File: config.mk
export PLATFORM = sky130hd
export DESIGN_NAME = vitc_read_scan
export DESIGN_NICKNAME = d
export VERILOG_FILES = /design/src/rtl/vitc_scan_pkg.sv /design/src/rtl/vitc_line_map.sv /design/src/rtl/vitc_scan_chain.sv /design/src/rtl/vitc_slot.sv /design/src/rtl/vitc_read_scan.sv
export SDC_FILE = /design/constraint.sdc
export NUM_CORES = 1
export LEC_CHECK = 0
export BUFFER_PORTS_ARGS = -buffer_cell sky130_fd_sc_hd__buf_2
export CAP_MARGIN = 20
export CORE_MARGIN = 2
export CORE_UTILIZATION = 50
export CTS_CLUSTER_DIAMETER = 150
export DETAILED_ROUTE_END_ITERATION = 12
export PLACE_DENSITY = 0.74
export SLEW_MARGIN = 0
export SYNTH_ARGS = -nofsm -noshare
export SYNTH_HDL_FRONTEND = slang
export SYNTH_SLANG_ARGS = --single-unit
File: constraint.sdc
create_clock -name clk -period 4.1 [get_ports clk]
set_input_delay 0.82 -clock clk [delete_from_list [all_inputs] [get_ports clk]]
set_output_delay 0.82 -clock clk [all_outputs]
set_load 0.02 [all_outputs]
File: src/rtl/vitc_scan_pkg.sv
package vitc_scan_pkg;

    localparam int CFG_W     = 5;
    localparam int LINE_W    = 9;
    localparam int NUM_SLOTS = 2;

    typedef logic [CFG_W-1:0]  cfg_t;
    typedef logic [LINE_W-1:0] line_t;

    localparam cfg_t SCAN_CODE = cfg_t'(5'h1F);

    typedef enum logic [1:0] {
        ST_IDLE = 2'd0,
        ST_WAIT = 2'd1,
        ST_TRY  = 2'd2,
        ST_DONE = 2'd3
    } slot_state_e;

    typedef struct packed {
        logic  search;
        line_t line;
    } slot_mode_t;

    typedef struct packed {
        logic crc_err;
        logic no_code;
    } slot_flags_t;

    localparam slot_flags_t FLAGS_NONE = '{crc_err: 1'b1, no_code: 1'b1};
    localparam slot_flags_t FLAGS_OK   = '{crc_err: 1'b0, no_code: 1'b0};

    function automatic slot_flags_t grade(input logic complete, input logic crc_ok);
        slot_flags_t f;
        f.no_code = ~complete;
        f.crc_err = ~(complete & crc_ok);
        return f;
    endfunction

endpackage

File: src/rtl/vitc_line_map.sv
module vitc_line_map
    import vitc_scan_pkg::*;
#(
    parameter int LINE_OFS = 10
) (
    input  cfg_t       i_raw,
    output slot_mode_t o_mode
);
    always_comb begin
        o_mode.search = (i_raw == SCAN_CODE);
        o_mode.line   = line_t'(i_raw) + line_t'(LINE_OFS);
    end
endmodule

File: src/rtl/vitc_scan_chain.sv
module vitc_scan_chain
    import vitc_scan_pkg::*;
#(
    parameter int LINE_OFS = 10,
    parameter int LINE_END = 41
) (
    input  logic       i_prev_enable,
    input  slot_mode_t i_prev_mode,
    input  logic       i_prev_found,
    input  line_t      i_prev_found_line,
    input  logic       i_prev_fail,
    output logic       o_wait,
    output line_t      o_start_line,
    output logic       o_kick,
    output line_t      o_kick_line,
    output logic       o_kick_fail
);
    logic prev_at_end;

    always_comb begin
        prev_at_end  = (i_prev_found_line == line_t'(LINE_END));
        o_wait       = i_prev_enable & i_prev_mode.search;
        o_start_line = (i_prev_enable && !i_prev_mode.search)
                       ? i_prev_mode.line + line_t'(1)
                       : line_t'(LINE_OFS);
        o_kick       = i_prev_found & ~prev_at_end;
        o_kick_line  = i_prev_found_line + line_t'(1);
        o_kick_fail  = i_prev_fail | (i_prev_found & prev_at_end);
    end
endmodule

File: src/rtl/vitc_slot.sv
module vitc_slot
    import vitc_scan_pkg::*;
#(
    parameter int LINE_END = 41
) (
    input  logic        clk,
    input  logic        rst,
    input  logic        i_enable,
    input  slot_mode_t  i_mode,
    input  logic        i_field_start,
    input  logic        i_eol,
    input  line_t       i_line,
    input  logic        i_complete,
    input  logic        i_crc_ok,
    input  logic        i_chain_wait,
    input  line_t       i_start_line,
    input  logic        i_kick,
    input  line_t       i_kick_line,
    input  logic        i_kick_fail,
    output logic        o_active,
    output line_t       o_try_line,
    output slot_flags_t o_flags,
    output logic        o_found,
    output line_t       o_found_line,
    output logic        o_fail
);
    slot_state_e state_q;
    line_t       try_q;
    logic        search_q;
    slot_flags_t flags_q;

    logic hit;
    logic qual;
    logic at_end;

    always_comb begin
        o_active     = i_enable && (state_q == ST_TRY) && (i_line == try_q);
        hit          = o_active && i_eol;
        qual         = i_complete && i_crc_ok;
        at_end       = (try_q == line_t'(LINE_END));
        o_found      = hit && search_q && qual;
        o_fail       = hit && search_q && !qual && at_end;
        o_found_line = try_q;
        o_try_line   = try_q;
        o_flags      = flags_q;
    end

    always_ff @(posedge clk) begin
        if (rst) begin
            state_q  <= ST_IDLE;
            try_q    <= '0;
            search_q <= 1'b0;
            flags_q  <= FLAGS_NONE;
        end else if (i_field_start) begin
            search_q <= i_mode.search;
            if (i_mode.search) begin
                try_q   <= i_start_line;
                state_q <= i_chain_wait ? ST_WAIT : ST_TRY;
            end else begin
                try_q   <= i_mode.line;
                state_q <= ST_TRY;
            end
        end else if (i_enable) begin
            case (state_q)
                ST_TRY: begin
                    if (hit) begin
                        if (!search_q) begin
                            flags_q <= grade(i_complete, i_crc_ok);
                            state_q <= ST_DONE;
                        end else if (qual) begin
                            flags_q <= FLAGS_OK;
                            state_q <= ST_DONE;
                        end else if (at_end) begin
                            flags_q <= FLAGS_NONE;
                            state_q <= ST_DONE;
                        end else begin
                            try_q <= try_q + line_t'(1);
                        end
                    end
                end
                ST_WAIT: begin
                    if (i_kick_fail) begin
                        flags_q <= FLAGS_NONE;
                        try_q   <= line_t'(LINE_END);
                        state_q <= ST_DONE;
                    end else if (i_kick) begin
                        try_q   <= i_kick_line;
                        state_q <= ST_TRY;
                    end
                end
                default: ;
            endcase
        end
    end
endmodule

File: src/rtl/vitc_read_scan.sv
module vitc_read_scan
    import vitc_scan_pkg::*;
#(
    parameter int LINE_OFS = 10,
    parameter int LINE_END = 41
) (
    input  logic                               clk,
    input  logic                               rst,
    input  logic [NUM_SLOTS-1:0][CFG_W-1:0]    i_line_cfg,
    input  logic [NUM_SLOTS-1:0]               i_enable,
    input  logic [LINE_W-1:0]                  i_line,
    input  logic                               i_field_start,
    input  logic                               i_eol,
    input  logic                               i_dec_complete,
    input  logic                               i_dec_crc_ok,
    output logic [NUM_SLOTS-1:0]               o_sample,
    output logic [NUM_SLOTS-1:0][LINE_W-1:0]   o_try_line,
    output logic [NUM_SLOTS-1:0]               o_crc_err,
    output logic [NUM_SLOTS-1:0]               o_no_code
);
    slot_mode_t  mode_v      [NUM_SLOTS];
    slot_flags_t flags_v     [NUM_SLOTS];
    line_t       try_v       [NUM_SLOTS];
    logic        found_v     [NUM_SLOTS];
    line_t       found_ln_v  [NUM_SLOTS];
    logic        fail_v      [NUM_SLOTS];
    logic        wait_v      [NUM_SLOTS];
    line_t       start_v     [NUM_SLOTS];
    logic        kick_v      [NUM_SLOTS];
    line_t       kick_ln_v   [NUM_SLOTS];
    logic        kick_fail_v [NUM_SLOTS];

    for (genvar k = 0; k < NUM_SLOTS; k++) begin : g_slot
        vitc_line_map #(.LINE_OFS(LINE_OFS)) u_map (
            .i_raw  (i_line_cfg[k]),
            .o_mode (mode_v[k])
        );

        if (k == 0) begin : g_head
            assign wait_v[k]      = 1'b0;
            assign start_v[k]     = line_t'(LINE_OFS);
            assign kick_v[k]      = 1'b0;
            assign kick_ln_v[k]   = '0;
            assign kick_fail_v[k] = 1'b0;
        end else begin : g_chained
            vitc_scan_chain #(.LINE_OFS(LINE_OFS), .LINE_END(LINE_END)) u_chain (
                .i_prev_enable     (i_enable[k-1]),
                .i_prev_mode       (mode_v[k-1]),
                .i_prev_found      (found_v[k-1]),
                .i_prev_found_line (found_ln_v[k-1]),
                .i_prev_fail       (fail_v[k-1]),
                .o_wait            (wait_v[k]),
                .o_start_line      (start_v[k]),
                .o_kick            (kick_v[k]),
                .o_kick_line       (kick_ln_v[k]),
                .o_kick_fail       (kick_fail_v[k])
            );
        end

        vitc_slot #(.LINE_END(LINE_END)) u_slot (
            .clk           (clk),
            .rst           (rst),
            .i_enable      (i_enable[k]),
            .i_mode        (mode_v[k]),
            .i_field_start (i_field_start),
            .i_eol         (i_eol),
            .i_line        (i_line),
            .i_complete    (i_dec_complete),
            .i_crc_ok      (i_dec_crc_ok),
            .i_chain_wait  (wait_v[k]),
            .i_start_line  (start_v[k]),
            .i_kick        (kick_v[k]),
            .i_kick_line   (kick_ln_v[k]),
            .i_kick_fail   (kick_fail_v[k]),
            .o_active      (o_sample[k]),
            .o_try_line    (try_v[k]),
            .o_flags       (flags_v[k]),
            .o_found       (found_v[k]),
            .o_found_line  (found_ln_v[k]),
            .o_fail        (fail_v[k])
        );

        assign o_try_line[k] = try_v[k];
        assign o_crc_err[k]  = flags_v[k].crc_err;
        assign o_no_code[k]  = flags_v[k].no_code;
    end
endmodule

* Word level (Yosys, flattened, before mapping)
Cells that the tools add are included.
** Word-level totals
- Input bits :: 27
- Word-level logic and storage cells :: 120
- Output and inout bits :: 24
- Register bits after elaboration :: 28
** Cells by class
- Equality and inequality tests :: 22
- Reductions and logical operators :: 29
- Muxes and demuxes :: 44
- Add/sub/neg operators :: 5
- Bitwise gates (word level) :: 9
** Operators with widths (count)
- $mux W9 :: 17
- $mux W2 :: 23
- $add A9 B1 Y9 const B :: 2
- $eq A9 B6 Y1 const B :: 2
- $eq A9 B9 Y1 :: 2
- $pmux W9 S2 :: 1
- $add A5 B4 Y6 const B :: 2
- $logic_and A1 B1 Y1 :: 12
- $ne A4 B4 Y1 const B :: 3
- $reduce_and A6 Y1 :: 2
- $reduce_bool A2 Y1 :: 6
- $eq A5 B5 Y1 const B :: 2
- $reduce_and A5 Y1 :: 2
- $ne A3 B3 Y1 const B :: 3
- $pmux W2 S2 :: 2
- $reduce_and A4 Y1 :: 2
- $add A6 B1 Y7 const B :: 1
- $reduce_and A7 Y1 :: 1
- $mux W6 :: 1
- $ne A2 B2 Y1 const B :: 3
- $ne A3 B2 Y1 const B :: 2
- $ne A5 B5 Y1 const B :: 1
- $and A1 B1 Y1 :: 4
- $eq A2 B2 Y1 const B :: 2
- other kinds (7) :: 11

* Longest topological paths before layout
- Word-level depth :: 12
- Gate-level depth with buffers :: 9
- Mapped depth without buffers :: 8

* Hierarchy
From an unflattened synthesis, not the netlist that was laid out.
** Unflattened totals
- Cell total of the unflattened synthesis :: 475
- Area, all modules :: 3653.5 um^2
** By module, submodules not included
- vitc_slot (g_slot[0].u_slot) :: cells each 195, seq. area each 280.3 um^2, area each 1560.2 um^2, instances 1
- vitc_slot (g_slot[1].u_slot) :: cells each 191, seq. area each 280.3 um^2, area each 1514.0 um^2, instances 1
- vitc_scan_chain :: cells each 59, seq. area each 0.0 um^2, area each 379.1 um^2, instances 1
- vitc_line_map :: cells each 14, seq. area each 0.0 um^2, area each 96.3 um^2, instances 2
- vitc_read_scan :: cells each 2, seq. area each 0.0 um^2, area each 7.5 um^2, instances 1

* Least setup slack after synthesis
OpenSTA, ideal clock, no wires.
- Path kind :: input port to output port
- Start point :: input i_line[8]
- End point :: output o_sample[0]
- Arrival time :: 1795 ps
- Setup slack :: 1485 ps
- Stages on the path :: 5
- Cell sequence :: xor2_1 nor4_1 and3_1 buf_2 buf_4
** On the way
- Cells in the longest elaborated chain, start to end :: 2
** Ends and longest elaborated chain
- start: declaration :: line vitc_read_scan.sv:11 : input logic [LINE_W-1:0] i_line,
- $eq A9 B9 Y1 :: line vitc_slot.sv:37 : o_active = i_enable && (state_q == ST_TRY) && (i_line == try_q);
- $logic_and A1 B1 Y1 :: line vitc_slot.sv:37
- end: declaration :: line vitc_read_scan.sv:16 : output logic [NUM_SLOTS-1:0] o_sample,
Every way passes these cells.

* Worst setup path after layout
Same ends and word-level chain as after synthesis.

==> impl_metrics.toml <==
[outcome]
status = "complete, no violations"

[final_layout]
drive_gt1_share_pct = 18.9
seq_area_um2 = 561
area_growth_pct = 9.32
num-fill-cells = 438
multi_input_area_um2 = 1700
fin_area_um2 = 2690
n_antenna_cell = 0
final_nets = 381

[timing]
setup_viol_count_final = 0
tightestPinTransition_ps = 916
tns_ps = 0
hold-worst-slack_ps = 481
relSlewSlack_pct = 38.8
hold_viol = 0
skew_ps = 6.55
grt_setup_unrepaired = "no"
fin_ws_ps = 1170
min_period_ps = 2930
fmaxAchievable_ghz = 0.341
timing.final.crit_share_pct = 71.4
slew_viol_final = 0

[global_routing]
grtUsageMet1_pct = 33.3
grt_use_total_pct = 24.7
grt_pass1_wl_um = 10400
antenna_found_initial = 0
grt_util_met2_pct = 41.3
grt_max_degree = 34
grtUsageMet3_pct = 2.44
top_usage_layer = "met2"
grt_overflow = 0
grt_pass1_vias = 2122

[yosys]
syn-cell-area_um2 = 2460
synth_edf_count = 0
synth_cell_types = 56
yosysWarnings = 0
syn_area_per_cell_um2 = 7.87
synth_nets = 348
ys.flop_type = "dfxtp_1"
ys_seq_area_share_pct = 22.8
synth_top_area_share_pct = 22.8
synth_top_cell_by_area = "dfxtp_1"
netlist_instances = 312
synth_area_leaders = "dfxtp_1, xor2_1, xnor2_1"
ys_ff_latch = 28
async_reset_ff_share_pct = 0

[pwr]
total_leakage_power_nw = 1.09
pwr-share-clk_pct = 27.6
p_sw_w = 0.000213
peakVddDrop_mv = 0.128
power.share.sequential_pct = 47.6
power_w = 0.000646
p_int_w = 0.000433
combPwrFrac_pct = 24.8
p_sw_share_pct = 33.0
p_per_area_nw_per_um2 = 241

[cts]
clkLatencyLatePin_ps = 290
clkSinkCount = 28
path_clk_slew_ps = 90
cts_buffers = 3
cts_tree = "built"
cts_hold_buf = 0
root_buffer = "clkbuf_8"
h-tree-depth = 1
cts_resized = 0
cts_buffer_depth = 2
cts_setup_buffers = 0

[placed_design]
portBuffers = 50
placed_area_um2 = 2630
dp_slack_ps = 1200
place_congestion = 0.873
hpwlAfterDp_um = 4980

[routing]
drt_iter0_markers = 282
via_per_inst = 5.93
ant_nets = 0
dr_total_vias = 2437
avgRoutedWirePerCell_um = 16.2
drc_errors = 0
dr.pass1.iters = 5
routed_wirelength_um = 6670

[worst_setup_path]
critPathRequiredTime_ps = 3280
crit_type = "in -> out"
cp-end-kind = "primary output"
arrival_ps = 2110
path_common_cell = "buf_2"
worst_setup_path_start_kind = "primary input"
crit_chain = "buf_2, xor2_1, nor4_1, and3_1, buf_2"
cp_max_fo = 7
slowest_stage = "nor4_1"
max_stage_delay_ps = 410

[floorplanning]
fp.dieW_um = 74.1
io_pins = 51
die_h_um = 74.1
start_util_pct = 52.0
placementRows = 25
core-area_um2 = 4720
dieArea_um2 = 5490

[flow_run]
max-cap-violations = 0

[worst_hold_path]
hold_path_class = "reg -> reg"
sequential cells by signal (all words and copies together) (netlist names):
name and count:
g_slot.u_slot.o_found_line 18, g_slot.u_slot.search_q 2, g_slot.u_slot.o_flags 4, g_slot.u_slot.state_q 4
layout by cell type (no fill, tap or decap), types with 3 or more instances in the layout:
| cell | n |
|---|---|
| o21a_1 | 3 |
| nand3_1 | 15 |
| xnor2_1 | 15 |
| nor3_1 | 18 |
| clkbuf_8 | 4 |
| a31oi_1 | 5 |
| and3_1 | 6 |
| ha_1 | 9 |
| a21oi_1 | 16 |
| mux2i_1 | 10 |
| o21ai_0 | 15 |
| nor4_1 | 5 |
| nand4_1 | 13 |
| xor2_1 | 30 |
| buf_2 | 50 |
| nor2_1 | 23 |
| dfxtp_1 | 28 |
| nand2_1 | 25 |
| a211oi_1 | 6 |
| inv_1 | 9 |
worst max-delay path: cells and delay by family:
kind,cells,cell delay [ps]
and+or+nand+nor,2,800
buffers and inverters,2,340
xor gates and xnor gates,1,140
area by class of cell:
cell class,count,area share (%)
multi-input combinational,252,63.2
sequential,28,20.9
timing repair buffer,50,9.32
tap,67,3.12
clock buffer,4,2.05
inverter,10,1.40
power by group through the flow:
stage / sequential [W] / clock, W / combinational [W]
finish: 0.000307 / 0.000179 / 0.000160
global route: 0.000309 / 0.000186 / 0.000177
CTS: 0.000307 / 0.000179 / 0.000160
detailed placement: 0.000313 / 0 / 0.000159
global placement: 0.000313 / 0 / 0.000156
floorplan: 0.000311 / 0 / 0.000112
cells in the mapped netlist, drive strengths merged (2+ instances only):
cell type / n
nand3: 15
buf: 10
and3: 6
nor4: 6
or3: 2
nor3b: 2
and2: 2
xor2: 30
o311ai: 2
a211oi: 7
nand4: 13
o31ai: 2
xnor2: 15
dfxtp: 28
o21a: 3
a31oi: 5
mux2i: 10
a21oi: 16
nor2: 25
nand3b: 2
inv: 9
clkbuf: 12
nor3: 18
ha: 9
o21ai: 17
nand2: 25
nor2b: 2
per-stage QoR:
stage | util [%] | std cells
after floorplan | - | 312
after global placement | 55.7 | 407
after detailed placement | 55.7 | 407
after CTS | 56.8 | 411
after global routing | 56.8 | 411
final | 56.8 | 411
routing by layer:
metal / wire length, um / vias to the layer above / share of wire (%)
li1: - / 1183 / -
met1: 2940 / 1102 / 44
met2: 3080 / 137 / 46
met3: 499 / 15 / 7.5
met4: 147 / 0 / 2.2
met5: 0 / - / 0
worst paths after layout:
kind,cells past startpoint,to,startpoint,slack (ps)
min reg2reg,2,g_slot[0].u_slot.state_q[1],g_slot[0].u_slot.state_q[1],480
min,2,g_slot[0].u_slot.state_q[1],g_slot[0].u_slot.state_q[1],480
max reg2reg,7,g_slot[1].u_slot.o_found_line[4],g_slot[0].u_slot.o_found_line[0],1480
max,5,o_sample[0],i_line[8],1170
cell families (layout without fill, tap and decap cells):
family	Yosys count	after routing	share of synthesized area [%]
fa+ha+maj	9	9	4.58
simple gates	125	125	27.6
xor+xnor	45	45	16.0
buf+inv	32	64	8.05
mux	10	10	4.08
compound gates	63	63	16.8
flops	28	28	22.8
No activity file was read; power rests on OpenSTA's default activity.
